==> config.mk <==
export PLATFORM = sky130hd
export DESIGN_NAME = sdac_frame_rx
export DESIGN_NICKNAME = d
export VERILOG_FILES = /design/src/rtl/sdac_frame_rx.sv
export SDC_FILE = /design/constraint.sdc
export NUM_CORES = 1
export LEC_CHECK = 0
export ABC_AREA = 1
export CORE_ASPECT_RATIO = 1.2
export CORE_UTILIZATION = 49
export DETAILED_ROUTE_END_ITERATION = 12
export PLACE_DENSITY = 0.82
export SLEW_MARGIN = 20
export SYNTH_ARGS = -nofsm -noshare
export SYNTH_HDL_FRONTEND = slang
export SYNTH_SLANG_ARGS = --single-unit
==> constraint.sdc <==
create_clock -name clk -period 1.4 [get_ports clk]
set_input_delay 0.28 -clock clk [delete_from_list [all_inputs] [get_ports clk]]
set_output_delay 0.28 -clock clk [all_outputs]
set_load 0.01 [all_outputs]
==> src/rtl/sdac_frame_rx.sv <==
module sdac_frame_rx #(
  parameter int DATA_W = 8
) (
  input  logic              clk,
  input  logic              rst_n,
  input  logic              frame_n,
  input  logic              sck,
  input  logic              sdi,
  output logic [DATA_W-1:0] dac_code,
  output logic              rise_mode,
  output logic              upd_pulse
);
  localparam int FRAME_W = 16;
  localparam int KEEP_W  = DATA_W + 2;
  localparam int CNT_W   = $clog2(FRAME_W + 1);

  logic [2:0]        sync_p, sck_p;
  logic [1:0]        sdi_p;
  logic [KEEP_W-1:0] shreg;
  logic [CNT_W-1:0]  bit_cnt;

  wire in_frame    = ~sync_p[1];
  wire frame_begin = sync_p[2] & ~sync_p[1];
  wire frame_end   = ~sync_p[2] & sync_p[1];
  wire sck_rise    = ~sck_p[2] & sck_p[1];
  wire sck_fall    = sck_p[2] & ~sck_p[1];
  wire take        = in_frame & (rise_mode ? sck_rise : sck_fall) &
                     (bit_cnt != CNT_W'(FRAME_W));
  wire complete    = bit_cnt == CNT_W'(FRAME_W);

  always_ff @(posedge clk or negedge rst_n) begin
    if (!rst_n) begin
      sync_p <= '1;
      sck_p  <= '0;
      sdi_p  <= '0;
    end else begin
      sync_p <= {sync_p[1:0], frame_n};
      sck_p  <= {sck_p[1:0], sck};
      sdi_p  <= {sdi_p[0], sdi};
    end
  end

  always_ff @(posedge clk or negedge rst_n) begin
    if (!rst_n) begin
      shreg   <= '0;
      bit_cnt <= '0;
    end else if (frame_begin) begin
      bit_cnt <= '0;
    end else if (take) begin
      bit_cnt <= bit_cnt + 1'b1;
      if (bit_cnt < CNT_W'(KEEP_W))
        shreg <= {shreg[KEEP_W-2:0], sdi_p[1]};
    end
  end

  always_ff @(posedge clk or negedge rst_n) begin
    if (!rst_n) begin
      dac_code  <= '0;
      rise_mode <= 1'b0;
      upd_pulse <= 1'b0;
    end else begin
      upd_pulse <= 1'b0;
      if (frame_end && complete) begin
        case (shreg[KEEP_W-1 -: 2])
          2'b00: begin
            dac_code  <= shreg[DATA_W-1:0];
            upd_pulse <= 1'b1;
          end
          2'b11:   rise_mode <= 1'b1;
          default: ;
        endcase
      end
    end
  end

  a_r10_code_moves_at_end: assert property (@(posedge clk) disable iff (!rst_n)
    !$stable(dac_code) |-> $past(frame_end));
  a_r5_mode_sticky: assert property (@(posedge clk) disable iff (!rst_n)
    rise_mode |=> rise_mode);
  a_r6_no_pulse_on_mode: assert property (@(posedge clk) disable iff (!rst_n)
    $rose(rise_mode) |-> !upd_pulse);
  a_r4_single_pulse: assert property (@(posedge clk) disable iff (!rst_n)
    upd_pulse |=> !upd_pulse);
  a_r8_pulse_needs_full: assert property (@(posedge clk) disable iff (!rst_n)
    upd_pulse |-> $past(complete));
  a_r9_count_capped: assert property (@(posedge clk) disable iff (!rst_n)
    (bit_cnt == CNT_W'(FRAME_W) && !frame_begin) |=> bit_cnt == CNT_W'(FRAME_W));
endmodule

Word-level counts from Yosys, hierarchy flattened
Cells that the tools add are included.

storage, ports and cells
  output and inout port bits = 10
  logic and storage cells = 35
  input bits = 5
  flip-flop bits (word level) = 33

cells by class
  muxes and demuxes = 5
  equal/unequal tests = 3
  add/subtract/negate cells = 1
  reduce and logical (&&, ||, !) cells = 6
  magnitude comparators = 1
  bitwise operators = 11

operators by type and width
  cell                                                                          count
  5-bit 2-to-1 mux                                                              2
  1-bit AND                                                                     6
  5-bit by 1-bit adder with 5-bit output, second input constant                 1
  5-bit equality test, second input constant                                    1
  5-bit by 4-bit less-than comparator with 1-bit output, second input constant  1
  5-bit != test, second input constant                                          1
  1-bit NOT                                                                     5
  2-bit AND reduction                                                           2
  1-bit 2-to-1 mux                                                              3
  3-bit AND reduction                                                           1
  2-bit equality test, second input constant                                    1
  2-bit zero test                                                               1
  2-bit nonzero test                                                            1
  1-bit logical AND                                                             1

Longest topological paths before layout
Gate-level depths: netlist of the first run.

  word-level depth = 7
  gate-level depth with buffers = 10
  gate-level depth less buffers = 10

Worst setup path before layout of the first run
No wires, ideal clock.

  kind = reg2reg
  from = reg bit_cnt[0]
  to = reg dac_code[0]
  cell stages (with the launch flop) = 10
  arrival = 1273 ps
  slack = 11 ps
  required time = 1283 ps
  library setup time = 117 ps
  buffers on the path = 0
  clock period less this slack = 1389 ps
  cell sequence = dfrtp_1 > inv_1 > ha_1 > nand2_1 > inv_1 > nand2_2 > nor3_4 > nand2_4 > nand2_1 > nand2_1

between the ends
  word-level cells in the longest chain between the ends = 3

RTL lines
  item                           RTL line  text
  start: declaration             20        logic [CNT_W-1:0] bit_cnt;
  start signal: assignment       50        bit_cnt <= bit_cnt + 1'b1;
  5-bit equality test            29        wire complete = bit_cnt == CNT_W'(FRAME_W);
  1-bit logical AND              63        if (frame_end && complete) begin
  2-bit AND reduction (no line)  -
  end signal: assignment         66        dac_code <= shreg[DATA_W-1:0];
  end: declaration               9         output logic [DATA_W-1:0] dac_code,

Every way passes these cells.
A chain may end at the register's enable or synchronous reset.

Final worst setup path of the first run
  from = reg bit_cnt[1]
  to = reg dac_code[7]

The elaborated chain is that of the path after synthesis.

==> impl_metrics.tcl, run 1 <==
set metrics [dict create \
    status "finished, violations left" \
    failed_checks "negative setup slack" \
    synth_seq_cells 33 \
    place.gp.congestion 0.8772 \
    post_dp_cell_area_mm2 0.001640 \
    clock_skew_ns 0.01631 \
    cts_made_buffers 5 \
    cts.path.max_buffers 2 \
    synthArstFlopShare_pct 100.0 \
    rsz0062_at_grt "yes" \
    ant_nets 0 \
    met1_length_mm 1.236 \
    p_leak_nw 0.9950 \
    fin_util_pct 69.00 \
    layout_commonest_cell "nand2_1" \
    worstPathCellList "inv_1 -> ha_2 -> nand2_2 -> inv_2 -> nand2_4 -> nor3_4 -> buf_6 -> buf_6 -> nand3_1 -> nand2_1" \
    start_util_pct 53.29 \
    cp_slowest_cell "dfrtp_1" \
    drc 0 \
    tns_ns -1.718 \
    setup_violations 21 \
    place_ws_ns -0.04478 \
    setup_ws_ns -0.1386 \
    routed.top_layer "met4" \
    hold_viol_final 0 \
    cp_max_fo 4 \
    final_area_mm2 0.001813 \
    path_class "reg -> reg" \
    tritoncts "yes" \
    port_buffers 14 \
    grt_pass1_vias 1036 \
    synth_cell_types 18 \
    post-route-min-period_ns 1.539 \
    dr_wl_met3_um 127 \
    die_area_mm2 0.003076 \
    fp-row-count 20 \
    core_mm2 0.002628 \
    dp.cells 207 \
    drive_gt1_share_pct 24.60 \
    yosysSeqAreaShare_pct 59.25 \
    grt_start_max_net_pins 21 \
    synth_area_per_cell_um2 9.151 \
    clock_sinks 33 \
    yosysTopAreaCell "dfrtp_1" \
    power.density_mw_per_mm2 930.5 \
    worstPathArrival_ns 1.81 \
    die_height_um 60.56 \
    drv_cap 0 \
    synth_ff_type "dfrtp_1" \
    syn_inst 153 \
    track_usage_pct 19.89 \
    firstDrtPassIters 4 \
    met2_length_mm 1.462 \
    holdBufCountCts 0 \
    cp_slowest_stage_delay_ns 0.42 \
    routedWlPerCell_um 13.30 \
    area_growth_pct 29.49 \
    synth_area_leaders "dfrtp_1 (54%), nand2_1 (17%), dfstp_2 (5.6%), nand3_1 (5.0%), nand4_1 (4.5%)" \
    total_power_mw 1.687 \
    die_width_um 50.80 \
    hold_path.class "in -> async" \
    drt_wl_total_mm 2.926 \
    num_vias 1178 \
    cts-root-buf "clkbuf_4" \
    critPathCaptureType "flop" \
    worst_pin_slew_ns 0.5881 \
    fin_crit_sh_pct 109.9 \
    reg2reg_slack_ns -0.14 \
    clock.fmax_mhz 649.9 \
    overflow 0 \
    max-slew-margin-rel_pct 60.75 \
    num_antenna_cells 0 \
    grt_pass1_wl_mm 4.422 \
    netlist_area_mm2 0.001400 \
    cp.required_ns 1.67 \
    peakVddDrop_uv 842.4 \
    setup.worst_path.start_class "flop" \
    dp_hpwl_mm 1.808 \
    via_per_inst 5.355 \
    clk_pin_slew_ns 0.10 \
    layoutNonFillerInstCount 220 \
    synth.yosys.warnings 0 \
    synth_top_area_share_pct 53.62 \
    fin_hold_ws_ns 0.2791 \
    h-tree-depth 2 \
    drv_slew 0 \
    nNetsFinal 193 \
    io_pins 15 \
    synth_edf_count 0 \
    mostFrequentLayoutCells "nand2_1 (59), dfrtp_1 (30), nand3_1 (11), nand4_1 (11), dlygate4sd2_1 (10)" \
    syn_nets 160 \
    antenna_found_initial 0 \
    drt_first_iter_violations 47 \
    cpMostUsedCell "buf_6" \
    clock_latency_ns 0.33 \
]
logic make-up after synthesis:
group                    Yosys count  synth area share (%)
flip-flops                        33                 59.25
buffers and inverters             13                 3.843
adder cells (fa/ha/maj)            2                 1.787
AO/OA/AOI/OAI                      1                0.3571
AND/OR/NAND/NOR                  101                 32.89
XOR/XNOR                           3                 1.877
sequential cells by signal, indices dropped and copies added, names as in the netlist:
register   flops
shreg         10
dac_code       8
bit_cnt        5
sck_p          3
sync_p         3
sdi_p          2
rise_mode      1
upd_pulse      1
area by class of cell:
cell class	instances	area [um^2]
sequential	33	829.5
fill	204	814.5
multi-input combinational	109	605.6
timing repair buffer	27	247.7
clock buffer	6	41.29
tap	33	41.29
inverter	10	37.54
clock inverter	2	10.01
path summary, 6_finish.rpt:
path | startpoint | endpoint | depth (start not counted)
max in group asynchronous | rst_n | shreg[1] | 2
worst max-delay path | bit_cnt[1] | dac_code[7] | 10
worst min register to register | sck_p[0] | sck_p[1] | 0
worst max register to register | bit_cnt[1] | dac_code[7] | 10
min in group clk | frame_n | sync_p[0] | 1
worst min-delay path | rst_n | bit_cnt[0] | 2
cells in the mapped netlist (2+ instances only):
| master | instances |
|---|---|
| dfrtp_1 | 30 |
| dfstp_2 | 3 |
| ha_1 | 2 |
| inv_1 | 10 |
| nand2_1 | 64 |
| nand3_1 | 14 |
| nand4_1 | 10 |
| nor2_1 | 6 |
| nor2_2 | 3 |
| xor2_1 | 3 |
report_power, final:
part / internal [mW] / switching, mW / total [mW]
Sequential: 1.00 / 0.0444 / 1.05
Clock: 0.191 / 0.303 / 0.494
Combinational: 0.0588 / 0.0853 / 0.144
repair_timing:
action,in CTS,in global routing
gates cloned,1,2
endpoints found under the setup margin,27,24
pin swaps,4,17
resized for setup,13,25
buffers inserted,0,2
metal layers:
metal,vias up,GRT usage [%]
met2,42,33.90
met5,-,0
met3,12,4.762
met4,0,9.127
met1,564,24.17
li1,560,-
worst max-delay path, delay by kind of cell (launching register included):
kind | cells | cell delay [ns]
simple gates | 5 | 0.46
flops | 1 | 0.42
fa+ha+maj | 1 | 0.16
buf+inv | 4 | 0.43
Power figures use the tool's default switching activity.
==> inputs of run 2 (changes only) <==
--- a/config.mk
+++ b/config.mk
@@ -10,6 +10,7 @@
 export CORE_UTILIZATION = 49
 export DETAILED_ROUTE_END_ITERATION = 12
 export PLACE_DENSITY = 0.82
+export REMOVE_ABC_BUFFERS = 1
 export SLEW_MARGIN = 20
 export SYNTH_ARGS = -nofsm -noshare
 export SYNTH_HDL_FRONTEND = slang
==> run 2 against run 1 <==
Compared with the run above: critical path type unchanged; the flow still finishes with violations (negative setup slack); global-route usage up 0.74 points; combinational power about the same; setup slack gained 0.12 ns; first-iteration DRC count shrank 13%; sequential power about the same; routed wire length fell by 2.2%; clock-buffer cell count is 1 higher; highest routed layer unchanged; fmax is 8.8% higher; critical path depth is 3 lower; via count is 0.68% higher.
==> impl_metrics.tcl, run 2 (synthesis gave the netlist of run 1 again) <==
set metrics [dict create \
    cp.required_ns 1.68 \
    drt_wl_total_mm 2.863 \
    fin_hold_ws_ns 0.2720 \
    fin_crit_sh_pct 101.1 \
    track_usage_pct 20.63 \
    post_dp_cell_area_mm2 0.001648 \
    top_regs "shreg x10, dac_code x8, bit_cnt x5" \
    drv_slew 0 \
    place_ws_ns -0.04733 \
    status "finished, violations left" \
    drv_cap 0 \
    place.gp.congestion 0.7237 \
    clock.fmax_mhz 706.8 \
    nFillCells 191 \
    clock_latency_ns 0.34 \
    start_util_pct 53.29 \
    dp_hpwl_mm 1.845 \
    drt_first_iter_violations 41 \
    critPathCaptureType "flop" \
    reg2reg_slack_ns -0.01 \
    largest_reg_flops 10 \
    r2r_end "dac_code[5]" \
    crit_start "bit_cnt[2]" \
    power.density_mw_per_mm2 1066 \
    hold_viol_final 0 \
    comb_power_share_pct 7.4 \
    seq_area_um2 829.5 \
    crit_family "simple AND/OR/NAND/NOR gates" \
    fin_util_pct 68.67 \
    dp.cells 208 \
    tritoncts "yes" \
    layoutNonFillerInstCount 221 \
    antenna_found_initial 0 \
    path_class "reg -> reg" \
    cts.path.max_buffers 2 \
    clock_sinks 33 \
    layout_commonest_cell "nand2_1" \
    grt_pass1_vias 1112 \
    cp_slowest_cell "dfrtp_1" \
    ant_nets 0 \
    clock_skew_ns 0.01344 \
    tns_ns -0.01478 \
    die_area_mm2 0.003076 \
    power_switching_uw 432.5 \
    rsz0062_at_grt "yes" \
    grt_pass1_wl_mm 4.540 \
    clkPwrFrac_pct 38.2 \
    failed_checks "negative setup slack" \
    clk_pin_slew_ns 0.10 \
    firstDrtPassIters 4 \
    via_per_inst 5.367 \
    total_power_mw 1.923 \
    io_pins 15 \
    worst_pin_slew_ns 0.3013 \
    max-slew-margin-rel_pct 79.84 \
    num_antenna_cells 0 \
    h-tree-depth 2 \
    seqPwrFrac_pct 54.4 \
    p_leak_nw 1.003 \
    hold_path.class "in -> async" \
    worstReg2RegStart "bit_cnt[2]" \
    drive_gt1_share_pct 21.28 \
    setup.worst_path.start_class "flop" \
    fp-row-count 20 \
    setup_violations 1 \
    worstPathCellList "nor2_2 -> nand2_4 -> nor3_4 -> buf_6 -> buf_4 -> nand3_1 -> nand2_1" \
    cts_made_buffers 5 \
    cts-root-buf "clkbuf_4" \
    mostFrequentLayoutCells "nand2_1 (61), dfrtp_1 (30), nand3_1 (14)" \
    cp_slowest_stage_delay_ns 0.47 \
    die_height_um 60.56 \
    worstPathArrival_ns 1.70 \
    holdBufCountCts 0 \
    area_growth_pct 28.87 \
    drc 0 \
    reg2reg_depth 7 \
    overflow 0 \
    nNetsFinal 194 \
    swShare_pct 22.49 \
    grt_start_max_net_pins 20 \
    setup_ws_ns -0.01478 \
    p_int_mw 1.491 \
    num_vias 1186 \
    routedWlPerCell_um 12.95 \
    cp_max_fo 6 \
    regMostFlops "shreg" \
    post-route-min-period_ns 1.415 \
    peakVddDrop_uv 940.1 \
    port_buffers 14 \
    die_width_um 50.80 \
    multiInputGateArea_um2 559.3 \
    worst-path-buf-inv 2 \
    final_area_mm2 0.001804 \
    core_mm2 0.002628 \
]
run 2: how the worst max path moves through the flow:
stage	end	slack, ns	cells past startpoint
global placement	shreg[3]	0.01	8
global route	dac_code[7]	-0.11	7
finish	dac_code[5]	-0.01	7
CTS	dac_code[5]	0.004	10
floorplan	shreg[0]	-0.07	6
detailed placement	dac_code[3]	-0.05	9
run 2: layout make-up:
class | instances | share of cell area [%]
sequential | 33 | 45.98
multi-input combinational | 108 | 31.00
timing repair buffer | 29 | 13.94
clock buffer | 7 | 3.051
tap | 33 | 2.288
inverter | 10 | 2.080
clock inverter | 1 | 1.664
run 2: worst reg2reg max path, stage by stage, from the launching register on:
cell	delay, ns
dfrtp_1	0.47
nor2_2	0.24
nand2_4	0.09
nor3_4	0.15
buf_6	0.15
buf_4	0.11
nand3_1	0.08
nand2_1	0.08
run 2: what timing repair did:
action / in CTS / in global routing
setup endpoints to repair: 31 / 24
gates resized for setup: 17 / 8
gates cloned: 1 / 1
setup buffers: 2 / 1
pin swaps: 1 / 2
run 2: layer usage:
layer  vias up  share of wire (%)  GRT usage [%]  wire (um)
met2        50                 52          37.33       1498
met3        10                6.8          7.769        195
met4         0                2.2          9.127         62
met5         -                  0              0          0
li1        560                  -              -          -
met1       566                 39          21.45       1105
run 2: power groups by stage:
stage / logic [mW] / registers, mW / clock network, mW
final: 0.143 / 1.05 / 0.735
after global routing: 0.161 / 1.05 / 0.786
after CTS: 0.129 / 1.04 / 0.740
after detailed placement: 0.125 / 1.06 / 0
after global placement: 0.119 / 1.06 / 0
after floorplan: 0.0614 / 1.05 / 0
